==> config.mk <==
export PLATFORM = sky130hd
export DESIGN_NAME = table_walker
export DESIGN_NICKNAME = d
export VERILOG_FILES = /design/src/rtl/walk_pkg.sv /design/src/rtl/walk_ctrl.sv /design/src/rtl/walk_datapath.sv /design/src/rtl/table_walker.sv
export SDC_FILE = /design/constraint.sdc
export NUM_CORES = 1
export LEC_CHECK = 0
export BUFFER_PORTS_ARGS = -buffer_cell sky130_fd_sc_hd__buf_2
export CAP_MARGIN = 10
export CORE_ASPECT_RATIO = 0.6
export CORE_MARGIN = 3
export CORE_UTILIZATION = 49
export DETAILED_ROUTE_END_ITERATION = 8
export PLACE_DENSITY = 0.81
export SLEW_MARGIN = 20
export SYNTH_ARGS = -nofsm -noshare
export SYNTH_HDL_FRONTEND = slang
export SYNTH_SLANG_ARGS = --single-unit
==> constraint.sdc <==
create_clock -name clk -period 2 [get_ports clk]
set_input_delay 0.3 -clock clk [delete_from_list [all_inputs] [get_ports clk]]
set_output_delay 0.3 -clock clk [all_outputs]
set_load 0.01 [all_outputs]
==> src/rtl/walk_pkg.sv <==
package walk_pkg;

  typedef enum logic [2:0] {
    ST_IDLE      = 3'd0,
    ST_DIR_ISSUE = 3'd1,
    ST_DIR_WAIT  = 3'd2,
    ST_PTE_ISSUE = 3'd3,
    ST_PTE_WAIT  = 3'd4,
    ST_DONE      = 3'd5,
    ST_FAULT     = 3'd6
  } walk_state_t;

  // strobes from control to datapath
  typedef struct packed {
    logic latchReq;  // capture address, access type, directory base
    logic latchDir;  // capture directory entry
    logic latchPte;  // capture final entry
    logic usePte;    // memory address selects second level
    logic issue;     // a read request is being presented
    logic done;      // completion cycle
    logic fault;     // completion is a fault
  } walk_strobe_t;

endpackage

==> src/rtl/walk_ctrl.sv <==
module walk_ctrl
  import walk_pkg::*;
(
  input  logic         clk,
  input  logic         rstN,
  input  logic         reqValid,
  input  logic         memReqReady,
  input  logic         memRspValid,
  input  logic         entryValid,
  output logic         reqReady,
  output logic         memReqValid,
  output logic         doneValid,
  output logic         doneFault,
  output logic         faultLevel,
  output walk_strobe_t strobe
);

  walk_state_t state, stateNext;
  logic        levelReg, levelNext;

  always_comb begin
    stateNext = state;
    levelNext = levelReg;
    strobe    = '0;
    unique case (state)
      ST_IDLE: begin
        if (reqValid) begin
          strobe.latchReq = 1'b1;
          stateNext       = ST_DIR_ISSUE;
        end
      end
      ST_DIR_ISSUE: begin
        strobe.issue = 1'b1;
        if (memReqReady) stateNext = ST_DIR_WAIT;
      end
      ST_DIR_WAIT: begin
        if (memRspValid) begin
          strobe.latchDir = 1'b1;
          if (entryValid) begin
            stateNext = ST_PTE_ISSUE;
          end else begin
            levelNext = 1'b0;
            stateNext = ST_FAULT;
          end
        end
      end
      ST_PTE_ISSUE: begin
        strobe.issue  = 1'b1;
        strobe.usePte = 1'b1;
        if (memReqReady) stateNext = ST_PTE_WAIT;
      end
      ST_PTE_WAIT: begin
        strobe.usePte = 1'b1;
        if (memRspValid) begin
          strobe.latchPte = 1'b1;
          if (entryValid) begin
            stateNext = ST_DONE;
          end else begin
            levelNext = 1'b1;
            stateNext = ST_FAULT;
          end
        end
      end
      ST_DONE: begin
        strobe.done = 1'b1;
        stateNext   = ST_IDLE;
      end
      ST_FAULT: begin
        strobe.done  = 1'b1;
        strobe.fault = 1'b1;
        stateNext    = ST_IDLE;
      end
      default: stateNext = ST_IDLE;
    endcase
  end

  always_ff @(posedge clk or negedge rstN) begin
    if (!rstN) begin
      state    <= ST_IDLE;
      levelReg <= 1'b0;
    end else begin
      state    <= stateNext;
      levelReg <= levelNext;
    end
  end

  assign reqReady    = (state == ST_IDLE);
  assign memReqValid = strobe.issue;
  assign doneValid   = strobe.done;
  assign doneFault   = strobe.fault;
  assign faultLevel  = strobe.fault & levelReg;

  // a presented read stays up until taken
  a_r9_req_held: assert property (@(posedge clk) disable iff (!rstN)
    memReqValid && !memReqReady |=> memReqValid);

  // completion is a single-cycle pulse
  a_r10_single_pulse: assert property (@(posedge clk) disable iff (!rstN)
    doneValid |=> !doneValid);

  // an accepted request makes the block busy
  a_r7_busy_after_accept: assert property (@(posedge clk) disable iff (!rstN)
    reqValid && reqReady |=> !reqReady);

  // no read is presented while idle
  a_r7_idle_quiet: assert property (@(posedge clk) disable iff (!rstN)
    reqReady |-> !memReqValid && !doneValid);

endmodule

==> src/rtl/walk_datapath.sv <==
module walk_datapath
  import walk_pkg::*;
#(
  parameter int AddrW = 32,
  parameter int IdxW  = 10,
  parameter int OffW  = 12
) (
  input  logic                    clk,
  input  logic                    rstN,
  input  walk_strobe_t            strobe,
  input  logic [AddrW-1:0]        reqAddr,
  input  logic                    reqWrite,
  input  logic                    reqUser,
  input  logic [AddrW-1:0]        dirBase,
  input  logic                    memReqReady,
  input  logic [AddrW-1:0]        memRspData,
  output logic                    entryValid,
  output logic [AddrW-1:0]        memReqAddr,
  output logic [AddrW-1:0]        donePaddr,
  output logic [AddrW-OffW-1:0]   doneFrame,
  output logic [1:0]              donePerm,
  output logic                    doneDenied
);

  localparam int FrameW = AddrW - OffW;
  localparam int PadW   = OffW - IdxW;   // entry alignment bits
  localparam int HiLsb  = OffW + IdxW;   // lsb of directory index

  logic [AddrW-1:0]  vaReg;
  logic              wrReg, usrReg;
  logic [FrameW-1:0] baseReg;
  logic [FrameW-1:0] dirNext;
  logic [1:0]        dirPerm;
  logic [FrameW-1:0] frameReg;
  logic [1:0]        ptePerm;
  logic [1:0]        effPerm;
  logic [IdxW-1:0]   dirIdx, pteIdx;

  always_ff @(posedge clk or negedge rstN) begin
    if (!rstN) begin
      vaReg    <= '0;
      wrReg    <= 1'b0;
      usrReg   <= 1'b0;
      baseReg  <= '0;
      dirNext  <= '0;
      dirPerm  <= '0;
      frameReg <= '0;
      ptePerm  <= '0;
    end else begin
      if (strobe.latchReq) begin
        vaReg   <= reqAddr;
        wrReg   <= reqWrite;
        usrReg  <= reqUser;
        baseReg <= dirBase[AddrW-1:OffW];
      end
      if (strobe.latchDir) begin
        dirNext <= memRspData[AddrW-1:OffW];
        dirPerm <= memRspData[2:1];
      end
      if (strobe.latchPte) begin
        frameReg <= memRspData[AddrW-1:OffW];
        ptePerm  <= memRspData[2:1];
      end
    end
  end

  assign entryValid = memRspData[0];
  assign dirIdx     = vaReg[AddrW-1:HiLsb];
  assign pteIdx     = vaReg[HiLsb-1:OffW];

  always_comb begin
    if (strobe.usePte) memReqAddr = {dirNext, pteIdx, {PadW{1'b0}}};
    else               memReqAddr = {baseReg, dirIdx, {PadW{1'b0}}};
  end

  assign effPerm = dirPerm & ptePerm;

  always_comb begin
    donePaddr  = '0;
    doneFrame  = '0;
    donePerm   = '0;
    doneDenied = 1'b0;
    if (strobe.done && !strobe.fault) begin
      donePaddr  = {frameReg, vaReg[OffW-1:0]};
      doneFrame  = frameReg;
      donePerm   = effPerm;
      doneDenied = (wrReg && !effPerm[0]) || (usrReg && !effPerm[1]);
    end
  end

  logic unusedBits;
  assign unusedBits = ^{dirBase[OffW-1:0], memRspData[OffW-1:3]};

  // the read address does not move while the request waits
  a_r9_addr_stable: assert property (@(posedge clk) disable iff (!rstN)
    strobe.issue && !memReqReady |=> $stable(memReqAddr));

  // the second-level read base comes from the captured directory entry
  a_r2_second_base: assert property (@(posedge clk) disable iff (!rstN)
    strobe.latchDir |=> dirNext == $past(memRspData[AddrW-1:OffW]));

endmodule

==> src/rtl/table_walker.sv <==
module table_walker
  import walk_pkg::*;
#(
  parameter int AddrW = 32,
  parameter int IdxW  = 10,
  parameter int OffW  = 12
) (
  input  logic                  clk,
  input  logic                  rstN,
  input  logic                  reqValid,
  output logic                  reqReady,
  input  logic [AddrW-1:0]      reqAddr,
  input  logic                  reqWrite,
  input  logic                  reqUser,
  input  logic [AddrW-1:0]      dirBase,
  output logic                  memReqValid,
  input  logic                  memReqReady,
  output logic [AddrW-1:0]      memReqAddr,
  input  logic                  memRspValid,
  input  logic [AddrW-1:0]      memRspData,
  output logic                  doneValid,
  output logic                  doneFault,
  output logic                  faultLevel,
  output logic [AddrW-1:0]      donePaddr,
  output logic [AddrW-OffW-1:0] doneFrame,
  output logic [1:0]            donePerm,
  output logic                  doneDenied
);

  walk_strobe_t strobe;
  logic         entryValid;

  walk_ctrl u_ctrl (
    .clk         (clk),
    .rstN        (rstN),
    .reqValid    (reqValid),
    .memReqReady (memReqReady),
    .memRspValid (memRspValid),
    .entryValid  (entryValid),
    .reqReady    (reqReady),
    .memReqValid (memReqValid),
    .doneValid   (doneValid),
    .doneFault   (doneFault),
    .faultLevel  (faultLevel),
    .strobe      (strobe)
  );

  walk_datapath #(.AddrW(AddrW), .IdxW(IdxW), .OffW(OffW)) u_dp (
    .clk         (clk),
    .rstN        (rstN),
    .strobe      (strobe),
    .reqAddr     (reqAddr),
    .reqWrite    (reqWrite),
    .reqUser     (reqUser),
    .dirBase     (dirBase),
    .memReqReady (memReqReady),
    .memRspData  (memRspData),
    .entryValid  (entryValid),
    .memReqAddr  (memReqAddr),
    .donePaddr   (donePaddr),
    .doneFrame   (doneFrame),
    .donePerm    (donePerm),
    .doneDenied  (doneDenied)
  );

endmodule

==> metrics, run 1 <==
Crit Path Max Fanout=17; die area=11,100 sq um; failing checks=negative setup slack; most frequent cells in the layout=buf_2, dfrtp_1, mux2_2; Distinct cells, synth=34; prevailing post-synth register cell=dfrtp_1; Synth Area in Compound Gates=0.0156; H-tree Lvls=3; CP arrival=1.74 ns; Die Span X=134 microns; Worst Max-Slew Pin Slew=0.579 ns; post-synthesis async set-or-reset flop share=1.00; TritonCTS Sinks=102; worst hold-check path type=input port to register; Net count, final=609; layout cells sized above 1=0.563; MaxCap Viol Count=0; Mapped Cells=345; Die Y=82.7 microns; Int Pwr=approximately 6.6 mW; Combinational Power Share=0.434; Initial Utilization=0.513; crit path capture type=output port; Post-Synth Adder-Cell Area=0.00208; Pre-Repair DR Iteration Count=5; Pwr per Cell Area=roughly 1500 nW/um^2; vias in the first global route=roughly 3,300; Fin Clk Skew=0.00623 ns; Rows=27; pre-CTS WS=between 0.15 and 0.2 ns; clock buffer depth=2; Global Route Usage Sum=0.196; vias per std cell=between 5 and 6; Reg clk slew, reported paths=roughly 0.060 ns; Tcrit/Tclk final=1.02; worst skew pair latency=about 0.34 ns; total power=9.58 mW; outcome=finished with violations; startpoint types=register; switch share=0.310; I/O pins=195; max_slew headroom=0.614; Final min period=2.04 ns; initial antenna violation count=0; largest family of logic cells by synthesized area=multiplexers; GRT Max-Usage Layer=met2; grt ovf=0; FMAX=0.490 GHz; synth warn=0; part of the power in the clock network=0.188; Via Count=3,215; Fin. Hold Viols=0; final instance area=about 6200 sq um; Synth Area per Inst=13.9 sq um; NetSw=2.97 mW; Pins Over Slew Limit=0; ant diodes=0; netlist area before placement=between 4000 and 5000 sq um; placed cells=around 620; CTS tree=done; slack of the critical path=-0.0404 ns; peak supply drop=0.844 mV; Post-DRT Antenna Nets=0; Req. time, crit path=1.70 ns; Root Driver=clkbuf_16; # setup viols final=30; Post-synth EDFFs=0; port bufs=171; Post-Synth XOR/XNOR Area=0.00182; Avg WL per Cell=around 17 microns; hpwl dp=7710 microns; Core Area=9360 sq um; drt initial violations=68; Residual DRC=0; slack of the worst reg-to-reg path=0.21 ns; Seq pwr share=0.378; largest net degree at the start of global routing=45; register area share after synthesis=0.531; total leakage power=between 3 and 4 nW; crit path kind=register to output port; most common cell after layout, fill and taps aside=buf_2; Simple-Gate Fraction of Synth Area=0.0714; Finished Layout Cells=between 600 and 700; setup tns final=-0.762 ns; Yosys top cell area share=0.531; GPL Wtd Cong=0.778; met1 Use GR=0.242; drt total wl=10,700 microns; post-synthesis mux area share=0.302; RSZ-0062 raised after global routing=true; cts bufs inserted=9; global-route wire length before repair=16,800 microns; Area contributors post-synth=dfrtp_1, mux2_2, mux2_1; Yosys top cell by area=dfrtp_1; #FFs+latches synth=102; grt met3 use=0.0672; M2 GR Usage=0.327; dpl cell area=~5700 sq um; Area Overhead vs Synth=28.8%
[critical path, stage by stage (launching register included)]
cell	delay, ns
dfrtp_1	0.41
nor2_2	0.16
a22o_4	0.18
buf_12	0.16
mux2_2	0.35
buf_2	0.14
[final timing paths]
check | start | to | cells after the start
max | u_ctrl.state[0]$_DFFE_PN0P_ | memReqAddr[21] | 5
min | reqAddr[14] | u_dp.vaReg[14]$_DFFE_PN0P_ | 2
max reg2reg | u_ctrl.state[2]$_DFFE_PN0P_ | u_dp.baseReg[10]$_DFFE_PN0P_ | 6
min reg2reg | u_dp.frameReg[13]$_DFFE_PN0P_ | u_dp.frameReg[13]$_DFFE_PN0P_ | 1
max in group asynchronous | rstN | u_dp.vaReg[26]$_DFFE_PN0P_ | 3
min in group asynchronous | rstN | u_dp.frameReg[7]$_DFFE_PN0P_ | 2
[power by group through the flow]
stage / combinational [mW] / clock [mW] / sequential, mW
final: 4.16 / 1.80 / 3.62
after global routing: 4.54 / 1.94 / 3.75
after CTS: 4.15 / 1.85 / 3.61
after detailed placement: 3.78 / 0 / 3.63
after global placement: 3.67 / 0 / 3.55
after floorplan: 2.68 / 0 / 3.45
[metrics by stage]
stage / util / hold WS, ns
2_1_floorplan: - / 0.00441
3_3_place_gp: 0.611 / 0.329
3_5_place_dp: 0.611 / 0.343
4_1_cts: 0.658 / 0.159
5_1_grt: 0.661 / 0.161
6_report: 0.661 / 0.173
[Yosys cell counts (2+ instances only)]
| cell type | number |
|---|---|
| nor3_1 | 3 |
| nor3b_1 | 2 |
| clkbuf_2 | 3 |
| and2_1 | 34 |
| a22oi_1 | 2 |
| buf_6 | 11 |
| mux2_2 | 73 |
| buf_2 | 3 |
| nand2b_1 | 2 |
| o32ai_1 | 2 |
| mux2_1 | 55 |
| buf_4 | 26 |
| dfrtp_1 | 102 |
| nand2_1 | 5 |
| inv_1 | 3 |
[cell type report]
cell class | count | area [sq um]
well taps | 130 | 163
repair buffers | 192 | 1220
multi-input cells | 198 | 1930
fillers | 699 | 3170
clock inverters | 4 | 72.6
clock buffers | 11 | 233
flip-flops and latches | 102 | 2550
inverters | 3 | 11.3
[per-layer routing]
| metal | wire length, microns | up-vias | part of all wire |
|---|---|---|---|
| met5 | 0 | - | 0 |
| met4 | 161 | 0 | 0.015 |
| li1 | - | 1486 | - |
| met1 | 4540 | 1576 | 0.43 |
| met2 | 5020 | 138 | 0.47 |
| met3 | 935 | 15 | 0.088 |
[timing repair]
item / CTS / global route
hold buffers: 1 / 0
hold endpoints to repair: 42 / 0
pin swaps: 1 / 1
endpoints found under the setup margin: 83 / 74
resized for setup: 20 / 3
setup buffers: 2 / 3
[state kept, by name, summed over array words and instances (netlist names), 2 cells and up]
register / cells
u_ctrl.state: 3
u_dp.baseReg: 20
u_dp.dirNext: 20
u_dp.dirPerm: 2
u_dp.frameReg: 20
u_dp.ptePerm: 2
u_dp.vaReg: 32
[cell families after synthesis]
logic type / Yosys count
multiplexers: 129
flip-flops: 102
buffers and inverters: 46
AND/OR/NAND/NOR: 55
other: 1
XOR/XNOR: 1
adder cells (fa/ha/maj): 1
AO/OA/AOI/OAI: 10
No activity file was read; power rests on OpenSTA's default activity.
==> run 2: changes to the inputs <==
CELL_PAD_IN_SITES_DETAIL_PLACEMENT = 1   (was unset)
CELL_PAD_IN_SITES_GLOBAL_PLACEMENT = 1   (was unset)
CORE_UTILIZATION = 38   (was 49)
GPL_TIMING_DRIVEN = 0   (was unset)
HOLD_SLACK_MARGIN = 0.15   (was unset)
PLACE_DENSITY = unset   (was 0.81)
PLACE_DENSITY_LB_ADDON = 0.1   (was unset)
==> run 2 against run 1 <==
Compared with the run above: the run still ends with negative setup slack left; non-clock buffer count rose by 49; global-route usage fell by 1.4 points; sequential cell count did not move; die area rose by 27%; clock skew rose by 0.0017 ns; worst setup slack got worse by 0.11 ns; final area rose by 17%; via count rose by 7.6%; power rose by 13%.
==> metrics, run 2 (same netlist as run 1, synthesis figures left out) <==
grt ovf=0 (unchanged); Die Y=93.1 microns (+13%); setup tns final=-4.76 ns (-4.00 ns); Residual DRC=0 (unchanged); drt total wl=13,400 microns (+26%); terminus of the critical flop-to-flop path=u_dp.baseReg[6]$_DFFE_PN0P_; crit-path cells=buf_6, nor2_4, a22o_4, buf_12, mux2_2, buf_2; pre-CTS WS=-0.393 ns (-0.567 ns); ant diodes=0 (unchanged); global-route wire length before repair=19,700 microns (+17%); die area=14,100 sq um (+27%); drt initial violations=79 (+16%); RR Startpoint=u_ctrl.state[0]$_DFFE_PN0P_; GPL Wtd Cong=0.760 (-2.4%); WHS=0.168 ns (-0.00507 ns); slack of the worst reg-to-reg path=0.06 ns (-0.15 ns); Pwr per Cell Area=1490 nW/um^2 (-3.9%); peak supply drop=0.710 mV (-16%); CP max-delay cell=dfrtp_1; slack of the critical path=-0.149 ns (-0.109 ns); FMAX=0.465 GHz (-5.0%); Pins Over Slew Limit=0 (unchanged); TritonCTS Sinks=102 (unchanged); outcome=finished with violations; startpoint types=register; cts bufs inserted=9 (unchanged); Global Route Usage Sum=0.182 (-0.0141); Area Overhead vs Synth=51.1%; failing checks=negative setup slack; Tcrit/Tclk final=1.07 (+0.0543); Die Span X=151 microns (+13%); most common cell after layout, fill and taps aside=buf_6; Avg WL per Cell=18.6 microns (+11%); CTS tree=done; Req. time, crit path=1.70 ns (about the same); crit path kind=register to output port; Rows=31 (+15%); WHS Path Cells=2 (unchanged); Core Area=12,200 sq um (+31%); most frequent cells in the layout=buf_6, dfrtp_1, buf_2; MaxCap Viol Count=0 (unchanged); vias in the first global route=3,621 (+8.3%); Reg clk slew, reported paths=0.07 ns (about the same); worst skew pair latency=0.34 ns (about the same); I/O pins=195 (unchanged); Post-DRT Antenna Nets=0 (unchanged); hold endpoint=u_dp.vaReg[13]$_DFFE_PN0P_; post-layout util=0.594 (-0.0669); port bufs=171 (unchanged); most flop-heavy register=u_dp.vaReg; Initial Utilization=0.393 (-0.120); cell class contributing the biggest share of worst-path delay=buffers and inverters; worst hold-check path type=input port to register; crit path buf inv count=3 (+1); crit path capture type=output port; largest net degree at the start of global routing=78 (+73%); Root Driver=clkbuf_16; Fin. Hold Viols=0 (unchanged); total leakage power=3.48 nW (+15%); Filler Cell Count=1,212 (+73%); Pre-Repair DR Iteration Count=6 (+1); Worst R2R Path Depth=7 (+1); H-tree Lvls=3 (unchanged); critical path's largest stage delay=0.41 ns (about the same); hpwl dp=9010 microns (+17%); # setup viols final=56 (+87%); RSZ-0062 raised after global routing=true; clock buffer depth=2 (unchanged); vias per std cell=4.78 (-4.9%); Final min period=2.15 ns (+0.109 ns); placed cells=683 (+10%); layout cells sized above 1=0.657 (+0.0938); Finished Layout Cells=724 (+13%); Fin Clk Skew=0.00794 ns (+0.00171 ns); Via Count=3,460 (+7.6%); max reg flops=32 (unchanged); CP arrival=1.85 ns (+0.11 ns); Net count, final=658 (+8.0%); min-delay src=reqAddr[13]; initial antenna violation count=2 (+2); Crit Path Max Fanout=10 (-7)
-- run 2: changes by cell type in the layout (fill, tap and decap cells not counted), moves of 2 or more --
| cell | delta |
|---|---|
| buf_8 | +5 |
| buf_4 | +13 |
| buf_2 | -58 |
| clkbuf_16 | +3 |
| bufinv_16 | -2 |
| and2_1 | -30 |
| buf_6 | +89 |
| and2_4 | +31 |
| mux2_2 | -20 |
| buf_12 | -4 |
| mux2_4 | +20 |
-- run 2: timing repair --
action | CTS | global route
gates cloned | 2 | 2
endpoints found under the hold margin | 25 | 0
hold buffers | 1 | 0
gates resized for setup | 57 | 131
pin swaps | 4 | 25
setup buffers | 9 | 13
endpoints found under the setup margin | 83 | 82
-- run 2: per-layer routing --
metal | vias to the layer above | GRT usage | routed length [microns]
met3 | 9 | 0.0726 | 1010
li1 | 1595 | - | -
met5 | - | 0 | 27
met2 | 114 | 0.283 | 6360
met1 | 1738 | 0.244 | 5970
met4 | 4 | 0.0317 | 73
-- run 2: power breakdown --
| group | total, mW | internal, mW | switching [mW] |
|---|---|---|---|
| combinational | 5.54 | 3.41 | 2.13 |
| clock | 1.62 | 0.873 | 0.749 |
| sequential | 3.65 | 3.11 | 0.537 |
-- run 2: how the worst max path moves through the flow --
stage / slack (ns) / to / start / cells past startpoint
2_1_floorplan: 0.24 / donePaddr[12] / u_ctrl.state[2]$_DFFE_PN0P_ / 7
3_3_place_gp: -0.56 / u_dp.vaReg[1]$_DFFE_PN0P_ / rstN / 1
3_5_place_dp: -0.39 / donePaddr[21] / u_ctrl.state[2]$_DFFE_PN0P_ / 8
4_1_cts: -0.14 / memReqAddr[27] / u_ctrl.state[1]$_DFFE_PN0P_ / 6
5_1_grt: -0.21 / memReqAddr[16] / u_ctrl.state[1]$_DFFE_PN0P_ / 6
6_report: -0.15 / memReqAddr[14] / u_ctrl.state[1]$_DFFE_PN0P_ / 6
-- run 2: per-stage QoR --
stage                     total power, mW  instance area, sq um
final                                10.8                  7260
after global routing                 11.5                  7260
after CTS                            9.96                  6560
after detailed placement             7.51                  5900
after global placement               7.31                  5870
after floorplan                      6.13                  4810
-- run 2: area by class of cell --
type	instances	area, sq um	area share
sequential	102	2550	0.352
multi-input combinational	198	2090	0.288
timing repair buffer	198	1630	0.224
buffer	43	498	0.0686
clock buffer	12	246	0.0339
tap	165	206	0.0284
clock inverter	3	21.3	0.00293
inverter	3	11.3	0.00155
